**src/rtl/opf_pkg.sv**
```systemverilog
package opf_pkg;
   localparam int COUPLE_W = 14;
   localparam int LEX_W    = 4;
   localparam int OFF_W    = 10;
   localparam int TAG_W    = 3;

   localparam logic [TAG_W-1:0] TAG_SP  = 3'd0;
   localparam logic [TAG_W-1:0] TAG_IND = 3'd1;
   localparam logic [TAG_W-1:0] TAG_DP  = 3'd2;
   localparam logic [TAG_W-1:0] TAG_PCW = 3'd7;

   localparam logic [1:0] FLT_NONE = 2'd0;
   localparam logic [1:0] FLT_TAG  = 2'd1;
   localparam logic [1:0] FLT_LOOP = 2'd2;

   typedef enum logic [2:0] {
      S_IDLE, S_RD, S_EVAL, S_RD2, S_EVAL2, S_PROC
   } opf_state_e;
endpackage

```
**src/rtl/opf_base_table.sv**
```systemverilog
module opf_base_table
   import opf_pkg::*;
#(
   parameter int AW = 16
) (
   input  logic                clk,
   input  logic                rst_n,
   input  logic                wr_en,
   input  logic [LEX_W-1:0]    wr_lex,
   input  logic [AW-1:0]       wr_val,
   input  logic [COUPLE_W-1:0] couple,
   output logic [AW-1:0]       phys
);
   localparam int ENTRIES = 1 << LEX_W;

   logic [AW-1:0] base_q [ENTRIES];

   for (genvar i = 0; i < ENTRIES; i++) begin : g_entry
      always_ff @(posedge clk) begin
         if (!rst_n)
            base_q[i] <= '0;
         else if (wr_en && (wr_lex == LEX_W'(i)))
            base_q[i] <= wr_val;
      end
   end

   always_comb
      phys = base_q[couple[COUPLE_W-1:OFF_W]]
           + {{(AW-OFF_W){1'b0}}, couple[OFF_W-1:0]};
endmodule

```
**src/rtl/opf_chain_guard.sv**
```systemverilog
module opf_chain_guard #(
   parameter int MAX_CHAIN = 16
) (
   input  logic clk,
   input  logic rst_n,
   input  logic clr,
   input  logic inc,
   output logic full
);
   localparam int CW = $clog2(MAX_CHAIN + 1);

   logic [CW-1:0] cnt_q;

   always_ff @(posedge clk) begin
      if (!rst_n || clr)
         cnt_q <= '0;
      else if (inc && !full)
         cnt_q <= cnt_q + CW'(1);
   end

   assign full = (cnt_q == CW'(MAX_CHAIN));
endmodule

```
**src/rtl/opf_sequencer.sv**
```systemverilog
module opf_sequencer
   import opf_pkg::*;
#(
   parameter int DATA_W = 48,
   parameter int AW     = 16
) (
   input  logic                    clk,
   input  logic                    rst_n,
   input  logic                    req_valid,
   input  logic                    req_is_name,
   input  logic [COUPLE_W-1:0]     req_couple,
   output logic [COUPLE_W-1:0]     xl_couple,
   input  logic [AW-1:0]           xl_phys,
   output logic                    chain_clr,
   output logic                    chain_inc,
   input  logic                    chain_full,
   output logic                    mem_rd_en,
   output logic [AW-1:0]           mem_rd_addr,
   input  logic [DATA_W+TAG_W-1:0] mem_rd_data,
   output logic                    proc_req,
   output logic [DATA_W-1:0]       proc_word,
   input  logic                    proc_ret,
   input  logic [DATA_W-1:0]       proc_ret_value,
   output logic                    busy,
   output logic                    done,
   output logic [TAG_W-1:0]        res_tag,
   output logic [DATA_W-1:0]       res_a,
   output logic [DATA_W-1:0]       res_x,
   output logic [1:0]              fault
);
   opf_state_e        state_q;
   logic [AW-1:0]     addr_q;
   logic [DATA_W-1:0] word_q;
   logic [TAG_W-1:0]  rd_tag;
   logic [DATA_W-1:0] rd_val;
   logic              accept;

   assign rd_tag = mem_rd_data[DATA_W+TAG_W-1:DATA_W];
   assign rd_val = mem_rd_data[DATA_W-1:0];
   assign accept = (state_q == S_IDLE) && req_valid;

   always_comb begin
      xl_couple = (state_q == S_IDLE) ? req_couple : rd_val[COUPLE_W-1:0];
      chain_clr = accept;
      chain_inc = (state_q == S_EVAL) && (rd_tag == TAG_IND) && !chain_full;
      mem_rd_en = (state_q == S_RD) || (state_q == S_RD2);
      mem_rd_addr = addr_q;
      proc_req  = (state_q == S_PROC);
      proc_word = word_q;
      busy      = (state_q != S_IDLE);
   end

   always_ff @(posedge clk) begin
      if (!rst_n) begin
         state_q <= S_IDLE;
         addr_q  <= '0;
         word_q  <= '0;
         done    <= 1'b0;
         fault   <= FLT_NONE;
         res_tag <= TAG_SP;
         res_a   <= '0;
         res_x   <= '0;
      end else begin
         done  <= 1'b0;
         fault <= FLT_NONE;
         unique case (state_q)
            S_IDLE: begin
               if (req_valid) begin
                  if (req_is_name) begin
                     res_tag <= TAG_IND;
                     res_a   <= DATA_W'(req_couple);
                     res_x   <= '0;
                     done    <= 1'b1;
                  end else begin
                     addr_q  <= xl_phys;
                     state_q <= S_RD;
                  end
               end
            end
            S_RD:  state_q <= S_EVAL;
            S_RD2: state_q <= S_EVAL2;
            S_EVAL: begin
               case (rd_tag)
                  TAG_SP: begin
                     res_tag <= TAG_SP;
                     res_a   <= rd_val;
                     res_x   <= '0;
                     done    <= 1'b1;
                     state_q <= S_IDLE;
                  end
                  TAG_IND: begin
                     if (chain_full) begin
                        fault   <= FLT_LOOP;
                        done    <= 1'b1;
                        state_q <= S_IDLE;
                     end else begin
                        addr_q  <= xl_phys;
                        state_q <= S_RD;
                     end
                  end
                  TAG_DP: begin
                     res_a   <= rd_val;
                     addr_q  <= addr_q + AW'(1);
                     state_q <= S_RD2;
                  end
                  TAG_PCW: begin
                     word_q  <= rd_val;
                     state_q <= S_PROC;
                  end
                  default: begin
                     fault   <= FLT_TAG;
                     done    <= 1'b1;
                     state_q <= S_IDLE;
                  end
               endcase
            end
            S_EVAL2: begin
               res_x   <= rd_val;
               res_tag <= TAG_DP;
               done    <= 1'b1;
               state_q <= S_IDLE;
            end
            S_PROC: begin
               if (proc_ret) begin
                  res_tag <= TAG_SP;
                  res_a   <= proc_ret_value;
                  res_x   <= '0;
                  done    <= 1'b1;
                  state_q <= S_IDLE;
               end
            end
            default: state_q <= S_IDLE;
         endcase
      end
   end
endmodule

```
**src/rtl/opf_top.sv**
```systemverilog
module opf_top
   import opf_pkg::*;
#(
   parameter int DATA_W    = 48,
   parameter int AW        = 16,
   parameter int MAX_CHAIN = 16
) (
   input  logic                clk,
   input  logic                rst_n,
   input  logic                req_valid,
   input  logic                req_is_name,
   input  logic [13:0]         req_couple,
   input  logic                base_wr_en,
   input  logic [3:0]          base_wr_lex,
   input  logic [AW-1:0]       base_wr_val,
   output logic                mem_rd_en,
   output logic [AW-1:0]       mem_rd_addr,
   input  logic [DATA_W+2:0]   mem_rd_data,
   output logic                proc_req,
   output logic [DATA_W-1:0]   proc_word,
   input  logic                proc_ret,
   input  logic [DATA_W-1:0]   proc_ret_value,
   output logic                busy,
   output logic                done,
   output logic [2:0]          res_tag,
   output logic [DATA_W-1:0]   res_a,
   output logic [DATA_W-1:0]   res_x,
   output logic [1:0]          fault
);
   if (AW < OFF_W) begin : g_bad_aw
      $error("opf_top: AW must cover the couple offset");
   end
   if (DATA_W < COUPLE_W) begin : g_bad_dw
      $error("opf_top: DATA_W must hold a couple");
   end
   if (MAX_CHAIN < 1) begin : g_bad_chain
      $error("opf_top: MAX_CHAIN must be at least 1");
   end

   logic [COUPLE_W-1:0] xl_couple;
   logic [AW-1:0]       xl_phys;
   logic                chain_clr;
   logic                chain_inc;
   logic                chain_full;

   opf_base_table #(.AW(AW)) u_base (
      .clk    (clk),
      .rst_n  (rst_n),
      .wr_en  (base_wr_en),
      .wr_lex (base_wr_lex),
      .wr_val (base_wr_val),
      .couple (xl_couple),
      .phys   (xl_phys)
   );

   opf_chain_guard #(.MAX_CHAIN(MAX_CHAIN)) u_guard (
      .clk   (clk),
      .rst_n (rst_n),
      .clr   (chain_clr),
      .inc   (chain_inc),
      .full  (chain_full)
   );

   opf_sequencer #(.DATA_W(DATA_W), .AW(AW)) u_seq (
      .clk            (clk),
      .rst_n          (rst_n),
      .req_valid      (req_valid),
      .req_is_name    (req_is_name),
      .req_couple     (req_couple),
      .xl_couple      (xl_couple),
      .xl_phys        (xl_phys),
      .chain_clr      (chain_clr),
      .chain_inc      (chain_inc),
      .chain_full     (chain_full),
      .mem_rd_en      (mem_rd_en),
      .mem_rd_addr    (mem_rd_addr),
      .mem_rd_data    (mem_rd_data),
      .proc_req       (proc_req),
      .proc_word      (proc_word),
      .proc_ret       (proc_ret),
      .proc_ret_value (proc_ret_value),
      .busy           (busy),
      .done           (done),
      .res_tag        (res_tag),
      .res_a          (res_a),
      .res_x          (res_x),
      .fault          (fault)
   );
endmodule

```
**config.mk**
```make
export PLATFORM = sky130hd
export DESIGN_NAME = opf_top
export DESIGN_NICKNAME = d
export VERILOG_FILES = /design/src/rtl/opf_pkg.sv /design/src/rtl/opf_base_table.sv /design/src/rtl/opf_chain_guard.sv /design/src/rtl/opf_sequencer.sv /design/src/rtl/opf_top.sv
export SDC_FILE = /design/constraint.sdc
export NUM_CORES = 1
export LEC_CHECK = 0
export ABC_CLOCK_PERIOD_IN_PS = 5600
export BUFFER_PORTS_ARGS = -buffer_cell sky130_fd_sc_hd__clkbuf_2
export CAP_MARGIN = 30
export CELL_PAD_IN_SITES_DETAIL_PLACEMENT = 0
export CELL_PAD_IN_SITES_GLOBAL_PLACEMENT = 1
export CORE_MARGIN = 5
export CORE_UTILIZATION = 45
export DETAILED_ROUTE_END_ITERATION = 8
export HOLD_SLACK_MARGIN = 0.12
export PLACE_DENSITY = 0.81
export SYNTH_ARGS = -nofsm -noshare
export SYNTH_HDL_FRONTEND = slang
export SYNTH_SLANG_ARGS = --single-unit
```
**constraint.sdc**
```tcl
create_clock -name clk -period 5.6 [get_ports clk]
set_input_delay 1.12 -clock clk [delete_from_list [all_inputs] [get_ports clk]]
set_output_delay 1.12 -clock clk [all_outputs]
set_load 0.005 [all_outputs]
```
# [After elaboration in Yosys (flattened, before gate mapping)]
# Memory sizes are Yosys's and may differ from the RTL's.
# Index checks and enable logic that the tools add are counted.
# Widths: inputs -> output; s select.
[word_totals] output_inout_bits=169 in_bits=139 ramBits=256 memories=1 ff_bits=174 elab_cells=200
[classes] eq_ne=32 reduce_logical=40 bitwise=16 n_mux=99 addsub=3
[mem_list] memory="u_base.base_q" depth=16 word_bits=16 read_ports=1 rd_clocked_by_memory_dff=0 write_ports=16 line="opf_base_table.sv:16" source="logic [AW-1:0] base_q [ENTRIES];"
[op_table] cell="$mux 48" n=8
[op_table] cell="$mux 16" n=19
[op_table] cell="$pmux 48 s4" n=1
[op_table] cell="$pmux 48 s3" n=1
[op_table] cell="$pmux 16 s2" n=2
[op_table] cell="$mux 1" n=54
[op_table] cell="$eq 4x4->1 const B" n=8
[op_table] cell="$logic_and 1x1->1" n=20
[op_table] cell="$mux 3" n=6
[op_table] cell="$add 16x1->16 const B" n=1
[op_table] cell="$add 16x10->16" n=1
[op_table] cell="$eq 4x3->1 const B" n=4
[op_table] cell="$or 1x1->1" n=16
[op_table] cell="$pmux 3 s5" n=1
[op_table] cell="$reduce_and 5->1" n=3
[op_table] cell="$mux 14" n=1
[op_table] cell="$pmux 3 s4" n=1
[op_table] cell="$ne 2x2->1 const B" n=5
[op_table] cell="$eq 3x2->1 const B" n=3
[op_table] cell="$eq 3x3->1 const B" n=3
[op_table] cell="$pmux 3 s3" n=1
[op_table] cell="$eq 4x2->1 const B" n=2
[op_table] cell="$eq 3x1->1 const B" n=2
[op_table] cell="$logic_not 3->1" n=2
[op_table] cell="19 further kinds" n=25

# [Longest topological paths before layout]
# Gate-level depths: netlist of the first run.
# An unclocked memory read counts as a cell.
[depth] depth_word=7 depth_mapped=21 ltp_nobuf=19

# [Hierarchy]
# Synthesis of the first run repeated with hierarchy kept, for this count alone.
[unflattened] cells_unflattened=1606 hier_area_um2=19807.7
[by_module_without_submodules] module="opf_base_table" n_inst=1 cells_per_inst=785 seq_area_each_um2=7687.4 area_each_um2=12203.0
[by_module_without_submodules] module="opf_sequencer" n_inst=1 cells_per_inst=792 seq_area_each_um2=3363.2 area_each_um2=7329.5
[by_module_without_submodules] module="opf_chain_guard" n_inst=1 cells_per_inst=29 seq_area_each_um2=100.1 area_each_um2=275.3

# [Worst setup path after synthesis of the first run]
# Ideal clock, no wire load.
[synth_path] path_kind="input to register" from="input port mem_rd_data[10]" to="register u_seq.addr_q[12], in the netlist u_seq.mem_rd_addr[12]" arrival_ns=4.662 required_ns=5.467 n_path_buf=4 setup_ns=0.133 slack_ns=0.805 cell_stages=20 cell_sequence="mux2i_4 buf_6 buf_6 buf_4 buf_4 mux4_2 nand2_1 a31oi_1 ha_1 inv_1 fa_1 nor2b_1 o21ai_0 a21boi_0 o21ai_0 a211oi_1 a31oi_1 nor3_1 xor2_1 a21oi_1"
[synth_between] elab_chain_len=6 word_cells_on_any_way=8 cone_classes="1 x add/sub; 6 x mux; 1 x memory"
[synth_rtl] element="start: declaration" line="opf_top.sv:18" source="input logic [DATA_W+2:0] mem_rd_data,"
[synth_rtl] element="$mux 14 (*)" line="opf_sequencer.sv:43" source="xl_couple = (state_q == S_IDLE) ? req_couple : rd_val[COUPLE_W-1:0];"
[synth_rtl] element="$mem_v2 16x16 (*)"
[synth_rtl] element="$add 16x10->16 (*)" line="opf_base_table.sv:29" source="+ {{(AW-OFF_W){1'b0}}, couple[OFF_W-1:0]};"
[synth_rtl] element="$mux 16, on equally long branches" line="opf_sequencer.sv:92, opf_sequencer.sv:69"
[synth_rtl] element="$pmux 16 s2 or $mux 16 (tied branches)" line="opf_sequencer.sv:83, opf_sequencer.sv:68"
[synth_rtl] element="$pmux 16 s2 (*)" line="opf_sequencer.sv:66" source="unique case (state_q)"
[synth_rtl] element="end signal: assignment" line="opf_sequencer.sv:75" source="addr_q <= xl_phys;"
[synth_rtl] element="end signal: assignment" line="opf_sequencer.sv:97" source="addr_q <= xl_phys;"
[synth_rtl] element="end signal: assignment" line="opf_sequencer.sv:103" source="addr_q <= addr_q + AW'(1);"
[synth_rtl] element="end: declaration" line="opf_sequencer.sv:32" source="logic [AW-1:0] addr_q;"
# Mark *: on every way between the ends. The rest lies on a longest branch, timed or not. The select of a mux whose other input is x is not followed.
# A chain may end at the register's enable or synchronous reset.

# [Worst setup path after layout of the first run]
[layout_path] from="register u_seq.state_q[0]" to="register u_seq.addr_q[13], in the netlist u_seq.mem_rd_addr[13]"
[layout_between] elab_chain_len=7 word_cells_on_any_way=16 cone_classes="1 x add/sub; 5 x eq/ne; 6 x mux; 3 x reduce/logical; 1 x memory"
[layout_rtl] element="start: declaration" line="opf_sequencer.sv:31" source="opf_state_e state_q;"
[layout_rtl] element="start signal: assignment" line="opf_sequencer.sv:55" source="state_q <= S_IDLE;"
[layout_rtl] element="start signal: assignment" line="opf_sequencer.sv:76" source="state_q <= S_RD;"
[layout_rtl] element="start signal: assignment" line="opf_sequencer.sv:80" source="S_RD: state_q <= S_EVAL;"
[layout_rtl] element="$logic_not 3->1" line="opf_sequencer.sv:43, opf_sequencer.sv:66"
[layout_rtl] element="$mux 14" line="opf_sequencer.sv:43"
[layout_rtl] element="$mem_v2 16x16"
[layout_rtl] element="$add 16x10->16" line="opf_base_table.sv:29"
[layout_rtl] element="$mux 16, on equally long branches" line="opf_sequencer.sv:92, opf_sequencer.sv:69"
[layout_rtl] element="$pmux 16 s2 or $mux 16 (tied branches)" line="opf_sequencer.sv:83, opf_sequencer.sv:68"
[layout_rtl] element="$pmux 16 s2" line="opf_sequencer.sv:66"
# Parallel ways exist; a longest one is shown, timed or not. The select of a mux whose other input is x is not followed.

==> results.md, run 1 <==
- The quantity of gates resized following cts is 0.
- The post-route worst setup slack is 0.748 ns.
- For this run, the total global-route usage over all layers was measured as 0.244.
- The worst setup path is captured at a flip-flop.
- Ranked by total cell area, the synthesized netlist is headed by sky130_fd_sc_hd__edfxtp_1 (40%), sky130_fd_sc_hd__dfxtp_1 (18%), sky130_fd_sc_hd__and2_1 (8.5%).
- The final-layout setup total negative slack is 0 ns.
- The path class of the tightest hold or removal check is reg2reg.
- Clock-pin slew was measured on the worst setup and hold paths at 0.06 ns.
- The height of the die is 218 um.
- The maximum cell stage delay along the critical path is 0.60 ns.
- Measured on the finished design, the core utilization comes to 0.540.
- The switching power share of the total is 0.276.
- The share of the cycle needed by the critical path after routing is 0.867.
- The post-synthesis to final-layout area growth is 19.2%.
- The area after detailed placement is 21700 sq um.
- Summing every instance area after synthesis gives 19400 sq um.
- Summed over all instances, the cell type with the most area after synthesis is sky130_fd_sc_hd__edfxtp_1.
- The critical path class is reg2reg.
- The net switching component of the power is 2.23 mW.
- Buffers inserted during clock tree synthesis total 47.
- The minimum clock period after layout is 4.85 ns.
- The share of total power dissipated in the clock network is 0.365.
- On the critical path, the stage with the largest delay is an instance of sky130_fd_sc_hd__mux2i_4.
- Setup repair after global routing left no endpoint under its margin.
- The number of vias in the routed layout is 14.9k.
- The DRC violation count after routing is 0.
- The floorplan core area is 42900 sq um.
- Of the synthesized area, sequential elements account for 0.574.
- Traced cell by cell, the critical path runs through nor3_4 -> mux2i_4 -> buf_12 -> mux4_2 -> nand2_1 -> nand3_1 -> and2_1 -> ha_1 -> a21o_1 -> a21oi_1 -> o21ai_0 -> a21oi_1 -> o21ai_0 -> a221o_1 -> nor4b_1 -> xor2_1 -> a21oi_1.
- The count of pins over their slew limit was 0.
- The Yosys step of the flow raised 0 warnings.
- In the final design database the tool counted 2190 nets.
- The total power of the final layout is 8.07 mW.
- The final number of hold-violating endpoints is 0.
- From left edge to right edge, the die measures 218 um.
- In the final layout, the share of cells above drive strength 1 is 0.243.
- Entering global routing, the biggest net connects 64 pins.
- The die footprint is 47400 sq um.
- The level count of the clock H-tree is 2.
- The first-pass GRT wire length is 89.1 mm.
- The startpoint type of the worst setup path is a flip-flop.
- The final standard cell count with taps included and fillers excluded is 2657.
- By instance count, the cell type seen most on the critical path is sky130_fd_sc_hd__a21oi_1.
- The root buffer selected by CTS is sky130_fd_sc_hd__clkbuf_16.
- The distinct cell type count after synthesis is 66.
- The floorplan row count is 76.
- Buffers placed on the I/O ports in this run total 306.
- The number of endpoints failing setup at the final stage is 0.
- The transition time of the tightest slew-check pin is 1.08 ns.
- Wires add up to 60.1 mm.
- TritonCTS built the clock tree.
- The clock passes through at most 3 buffers.
- The number of instances in the synthesized netlist is 1753.
- The clock net in this run drives a total of 429 sinks.
- The number of iterations in the first detailed-routing pass is 5.
- In this run the remaining antenna-violating nets after routing total 0.
- Using the TritonRoute via totals, the vias-per-cell ratio works out to 5.60.
- Of all nets on the critical path, the largest fanout is 15.
- In this run the tightest slew margin relative to its limit is 0.275.
- In this run the post-CTS setup repair buffer count came out at 0.
- The worst setup slack before clock tree synthesis is 0.502 ns.
- For the worst-skew pair, the clock arrives at the later sink with an insertion delay of 0.57 ns.
- At the end of routability-driven placement, the weighted congestion stood at 0.888.
- The number of nets in the synthesized netlist is 1908.
- The final-layout fill cell count is 3712.
- The number of antenna violations at the first check in global routing is 2.
- Global routing finished with a remaining overflow of 0.
- The proportion of power drawn by combinational gates is 0.183.
- The detailed-route wire length per cell is 22.6 um.
- After clock tree synthesis, the flow added hold-fix buffers numbering 0.
- The number of global-route vias before repair is 14.4k.
- For the worst setup path, the data required time is 6.10 ns.
- For the worst setup path, the data arrival time is 5.35 ns.
- The total of flip-flops plus latches after synthesis is 429.
- Among cell families on the critical path, the largest total delay comes from compound AO/OA/AOI/OAI gates.
- The tool flagged a number of max-cap violations equal to 0.
- The internal power component is 5.84 mW.
- The number of flops mapped to enable cells by yosys is 256.
- IR analysis of the VDD net gives a maximum drop of 0.000219 V.
- The fraction of registers with async set/reset is 0.
- The top cell type's share of synthesized area is 0.396.
- Counting both buffers and inverters, the worst setup path holds a total of 1.
- Once layout is done, the placed cells without fillers occupy 23200 sq um.
- For this design the static power due to leakage is 9.05 nW.
- The I/O pin total is 308.
- The most used flip-flop cell after synthesis is sky130_fd_sc_hd__edfxtp_1.
- In this run, placement finished with an instance count of 2569.
- The run finished with clean final reports.
- The effective utilization at floorplan is 0.453.
- Detailed placement finished with a half-perimeter wire length of 42.9 mm.
- The initial DRC count is 1482.
- The top achievable clock speed is 0.206 GHz.
- Dividing total power by cell area gives a power density of 348 nW/um^2.
- The share of total power dissipated in sequential elements is 0.452.
- On the final layout, the worst hold slack is 0.453 ns.
- The mean post-synth cell area is 11.1 sq um.
- Between clock sinks in the finished design, the worst skew comes to 0.0194 ns.
[flip-flops by register name, summed over array words and instances (netlist names)]
signal             cells
u_seq.done             1
u_base.base_q        256
u_seq.res_tag          2
u_seq.mem_rd_addr     16
u_guard.cnt_q          5
u_seq.fault            2
u_seq.res_x           48
u_seq.state_q          3
u_seq.proc_word       48
u_seq.res_a           48
[placed cells by master, fill, tap and decap left out, drive strengths merged, types with 40 or more instances in the layout]
master	instances
nand2	216
buf	60
nor2	158
o21ai	40
mux2i	56
a22oi	98
and2	263
edfxtp	256
a21oi	82
clkbuf	371
a211oi	40
mux4	40
dfxtp	173
[synth_stat cells (all sizes together), types with 2 or more instances]
master,n
a22oi,98
xor2,8
mux2,9
nand3,18
o22ai,4
nor3,11
nand2b,9
o221ai,3
nor2,158
clkbuf,110
a311oi,14
nand3b,3
edfxtp,256
mux2i,56
a31oi,15
a21oi,82
nor4,3
and2,263
and3,14
nand4,3
a221oi,6
ha,15
o211ai,2
a31o,2
xnor2,8
nor2b,5
a211oi,40
or2,6
dfxtp,173
nand2,216
o21ai,40
mux4,40
a21o,3
buf,24
inv,15
a22o,4
[worst paths after layout]
check	startpoint	end	slack, ns	cells after the start
worst max-delay path	u_seq.state_q[0]	u_seq.mem_rd_addr[13]	0.75	17
worst min-delay path	u_seq.proc_word[47]	u_seq.proc_word[47]	0.45	2
worst max register to register	u_seq.state_q[0]	u_seq.mem_rd_addr[13]	0.75	17
worst min register to register	u_seq.proc_word[47]	u_seq.proc_word[47]	0.45	2
[power groups by stage]
stage	registers [mW]	clock network (mW)	logic, mW
after floorplan	3.69	0	0.937
after global placement	3.70	0	1.43
after detailed placement	3.71	0	1.47
after CTS	3.65	2.99	1.48
after global routing	3.67	3.13	1.60
final	3.65	2.95	1.48
[cell families (layout without fill, tap and decap cells)]
family / after synthesis / count (layout) / synth area share
buffers and inverters: 150 / 467 / 0.0326
other: 1 / 3 / 0.000193
AOI/OAI and AO/OA: 321 / 321 / 0.112
adders and majority gates: 16 / 16 / 0.0107
muxes: 105 / 105 / 0.0819
xor gates and xnor gates: 16 / 16 / 0.00721
DFF: 429 / 429 / 0.574
and+or+nand+nor: 715 / 715 / 0.182
[per-layer routing]
layer	vias up	wire length (um)	GRT usage	share of wire
met5	-	0	0	0
met2	647	29100	0.404	0.48
met4	0	2240	0.0879	0.037
li1	6832	-	-	-
met1	7276	24100	0.324	0.40
met3	126	4650	0.0458	0.077
[tightest hold or removal path, cell delays in order, from the launching register on]
cell and delay (ns):
sky130_fd_sc_hd__dfxtp_1 0.31, sky130_fd_sc_hd__nand2_1 0.05, sky130_fd_sc_hd__a21oi_1 0.05
[area by class of cell]
cell class	instances	area (sq um)	area share
Antenna cell	2	5.00	0.000216
Clock buffer	64	1330	0.0575
Clock inverter	20	131	0.00567
Inverter	16	62.6	0.00270
Multi-Input combinational cell	1174	7680	0.331
Sequential cell	429	11200	0.481
Tap cell	585	732	0.0316
Timing Repair Buffer	367	2070	0.0895
(Power assumes the default switching activity.)
==> inputs of run 2 (changes only) <==
- ABC_CLOCK_PERIOD_IN_PS: 5600 -> 5690
- CORE_UTILIZATION: 45 -> 48
- PLACE_DENSITY: 0.81 -> 0.86
- clock period: 5.6 -> 5.69 ns (I/O delays scaled with it)
==> results.md, run 2 (same netlist as run 1, synthesis figures left out) <==
- The effective utilization at floorplan is 0.487 (was 0.453).
- The cell area power density came to 346 nW/um^2 (was 348 nW/um^2).
- The count of hold buffers inserted by post-cts repair is 0 (unchanged).
- The startpoint type of the worst setup path is a flip-flop (unchanged).
- The launch point of the worst reg-to-reg path is u_seq.state_q[0] (unchanged).
- The level count of the clock H-tree is 2 (unchanged).
- The final RePlAce weighted congestion is 0.933 (was 0.888).
- The worst endpoint data arrival time is 5.17 ns (was 5.35 ns).
- The count of buffers inserted at the top-level ports is 306 (unchanged).
- The detailed-route wire length per cell came to 22.8 um (was 22.6 um).
- The worst hold path cell count is 2 (unchanged).
- The startpoint of the tightest hold check path is u_seq.proc_word[21] (was u_seq.proc_word[47]).
- The post-route antenna net violation count is 0 (unchanged).
- The critical path class is reg2reg (unchanged).
- The post-synthesis to final-layout area growth is 18.7% (was 19.2%).
- The number of global-route vias before repair came to 14.3k (was 14.4k).
- The floorplan core area is 39900 sq um (was 42900 sq um).
- The die footprint is 44600 sq um (was 47400 sq um).
- The fraction of final layout cells with drive strength greater than 1 is 0.239 (was 0.243).
- The number of iterations in the first detailed-routing pass came to 6 (was 5).
- Setup repair after global routing missed its margin: false (unchanged).
- The critical-path cell with the highest stage delay is sky130_fd_sc_hd__mux4_2 (was sky130_fd_sc_hd__mux2i_4).
- The terminus of the critical flop-to-flop path is u_seq.mem_rd_addr[13] (unchanged).
- The class of the most critical hold timing path was reg2reg (unchanged).
- The maximum clock path buffer count is 3 (unchanged).
- The wire length reported by the detailed router is 59.0 mm (was 60.1 mm).
- The critical path required time is 6.12 ns (was 6.10 ns).
- The register ranked first by flip-flop count was u_base.base_q (unchanged).
- The root buffer selected by CTS is sky130_fd_sc_hd__clkbuf_16 (unchanged).
- The clock sink total is 429 (unchanged).
- The top achievable clock speed was 0.211 GHz (was 0.206 GHz).
- The end point of the most critical hold path is u_seq.proc_word[21] (was u_seq.proc_word[47]).
- The number of endpoints failing setup at the final stage is 0 (unchanged).
- The width of the die is 211 um (was 218 um).
- The DRC violation count after routing is 0 (unchanged).
- Critical path cell sequence: nor3_4 -> mux2i_4 -> buf_12 -> buf_12 -> mux4_2 -> nand2_1 -> a31oi_1 -> ha_1 -> inv_1 -> o21ai_0 -> a21oi_1 -> o21ai_0 -> a221o_1 -> nor4b_1 -> xor2_1 -> a21oi_1 (was nor3_4 -> mux2i_4 -> buf_12 -> mux4_2 -> nand2_1 -> nand3_1 -> and2_1 -> ha_1 -> a21o_1 -> a21oi_1 -> o21ai_0 -> a21oi_1 -> o21ai_0 -> a221o_1 -> nor4b_1 -> xor2_1 -> a21oi_1).
- The maximum cell stage delay along the critical path is 0.55 ns (was 0.60 ns).
- The setup fix buffers added after clock tree synthesis came to 0 (unchanged).
- The count of nets after finishing was 2177 (was 2190).
- The final-layout setup total negative slack is 0 ns (unchanged).
- The maximum fanout count along the critical path is 61 (was 15).
- The total congestion overflow after global routing came to 0 (unchanged).
- The highest ir drop seen on vdd is 0.000213 V (was 0.000219 V).
- The clock latency at the later pin of the worst-skew pair was 0.56 ns (was 0.57 ns).
- The most common cell after layout, fill and taps aside is sky130_fd_sc_hd__clkbuf_2 (unchanged).
- The minimum clock period after layout is 4.74 ns (was 4.85 ns).
- The final setup skew is 0.0188 ns (was 0.0194 ns).
- The share of the cycle needed by the critical path after routing was 0.833 (was 0.867).
- The clock tree from TritonCTS is built (unchanged).
- The maximum number of pins on one net before global-route repair is 97 (was 64).
- The kind of end point of the critical path is a flip-flop (unchanged).
- The I/O pin total was 308 (unchanged).
- The final number of hold-violating endpoints is 0 (unchanged).
- The initial DRC count is 1761 (was 1482).
- The depth of the worst register-to-register path is 16 (was 17).
- The HPWL after detailed placement came to 41.5 mm (was 42.9 mm).
- The floorplan row count is 73 (was 76).
- The transition time of the tightest slew-check pin was 1.02 ns (was 1.08 ns).
- The flip-flop count of the largest register after layout is 256 (unchanged).
- Most frequent cells in the layout: sky130_fd_sc_hd__clkbuf_2 (306), sky130_fd_sc_hd__and2_1 (262), sky130_fd_sc_hd__edfxtp_1 (256) (unchanged).
- The worst setup slack before clock tree synthesis is 0.617 ns (was 0.502 ns).
- The first-pass GRT wire length is 88.5 mm (was 89.1 mm).
- The worst-case register-to-register setup slack is 0.95 ns (was 0.75 ns).
- The register clock-pin slew on the reported worst setup and hold paths was 0.06 ns (about the same).
- Result of the run: finished clean (unchanged).
- The all-layer global routing usage is 0.255 (was 0.244).
- The number of buffers inserted during clock tree synthesis is 45 (was 47).
- The count of pins over their slew limit is 0 (unchanged).
- The number of vias in the routed layout is 14.8k (was 14.9k).
- The number of antenna violations at the first check in global routing is 3 (was 2).
- The static leakage is 9.00 nW (was 9.05 nW).
- The number of vias per cell after detailed routing is 5.74 (was 5.60).
- The worst max-slew margin expressed relative to the limit is 0.316 (was 0.275).
- The max-capacitance violation count is 0 (unchanged).
- The height of the die is 211 um (was 218 um).
- The quantity of gates resized following cts came to 0 (unchanged).
- The total power of the final layout is 7.98 mW (was 8.07 mW).
- The post-route worst setup slack came to 0.948 ns (was 0.748 ns).
## run 2: cell types whose count changed in the layout (fill, tap and decap cells not counted), sizes merged
cell,previous run,this run
buf,60,50
clkinv,18,13
bufinv,1,5
clkbuf,371,369
inv,16,18
clkinvlp,1,0
diode,2,3
## run 2: worst max path at each step
stage,endpoint,start,slack (ns)
final,u_seq.mem_rd_addr[13],u_seq.state_q[0],0.95
after global routing,u_seq.mem_rd_addr[12],u_seq.state_q[0],0.61
after CTS,u_seq.mem_rd_addr[12],u_seq.state_q[0],0.96
after detailed placement,u_seq.mem_rd_addr[12],mem_rd_data[10],0.62
after global placement,u_seq.mem_rd_addr[12],mem_rd_data[10],0.67
after floorplan,u_seq.mem_rd_addr[12],mem_rd_data[10],0.88
## run 2: report_power, final
part	internal [mW]	switching [mW]
Sequential	3.49	0.0999
Clock	1.74	1.21
Combinational	0.574	0.860
## run 2: per-stage QoR
| step | hold slack [ns] | area, sq um | util | std cells |
|---|---|---|---|---|
| 3_5_place_dp | 0.446 | 21600 | 0.540 | 2499 |
| 3_3_place_gp | 0.440 | 21400 | 0.535 | 2484 |
| 5_1_grt | 0.471 | 23100 | 0.578 | 2585 |
| 6_report | 0.454 | 23100 | 0.578 | 2586 |
| 2_1_floorplan | 0.453 | 19400 | - | 1753 |
| 4_1_cts | 0.454 | 23000 | 0.577 | 2582 |
## run 2: metal layers
metal	wire length, um	global-route usage	share of wire
met1	23800	0.353	0.40
met2	28500	0.418	0.48
met3	5170	0.0477	0.088
met4	1480	0.0637	0.025
met5	13	0	0.00022
## run 2: critical path: cells and delay by family (launching register included)
kind            cells  cell delay (ns)
compound gates      6             1.22
xor+xnor            1             0.18
fa+ha+maj           1             0.36
buf+inv             3             0.70
flops               1             0.46
mux                 2             0.86
simple gates        3             0.79
## run 2: area by class of cell
class                           instances  area, sq um
Multi-Input combinational cell       1174         7690
Timing Repair Buffer                  356         2020
Tap cell                              525          657
Antenna cell                            3         7.51
Inverter                               16         62.6
Clock buffer                           63         1220
Fill cell                            3314        16800
Sequential cell                       429        11200
Clock inverter                         20          256
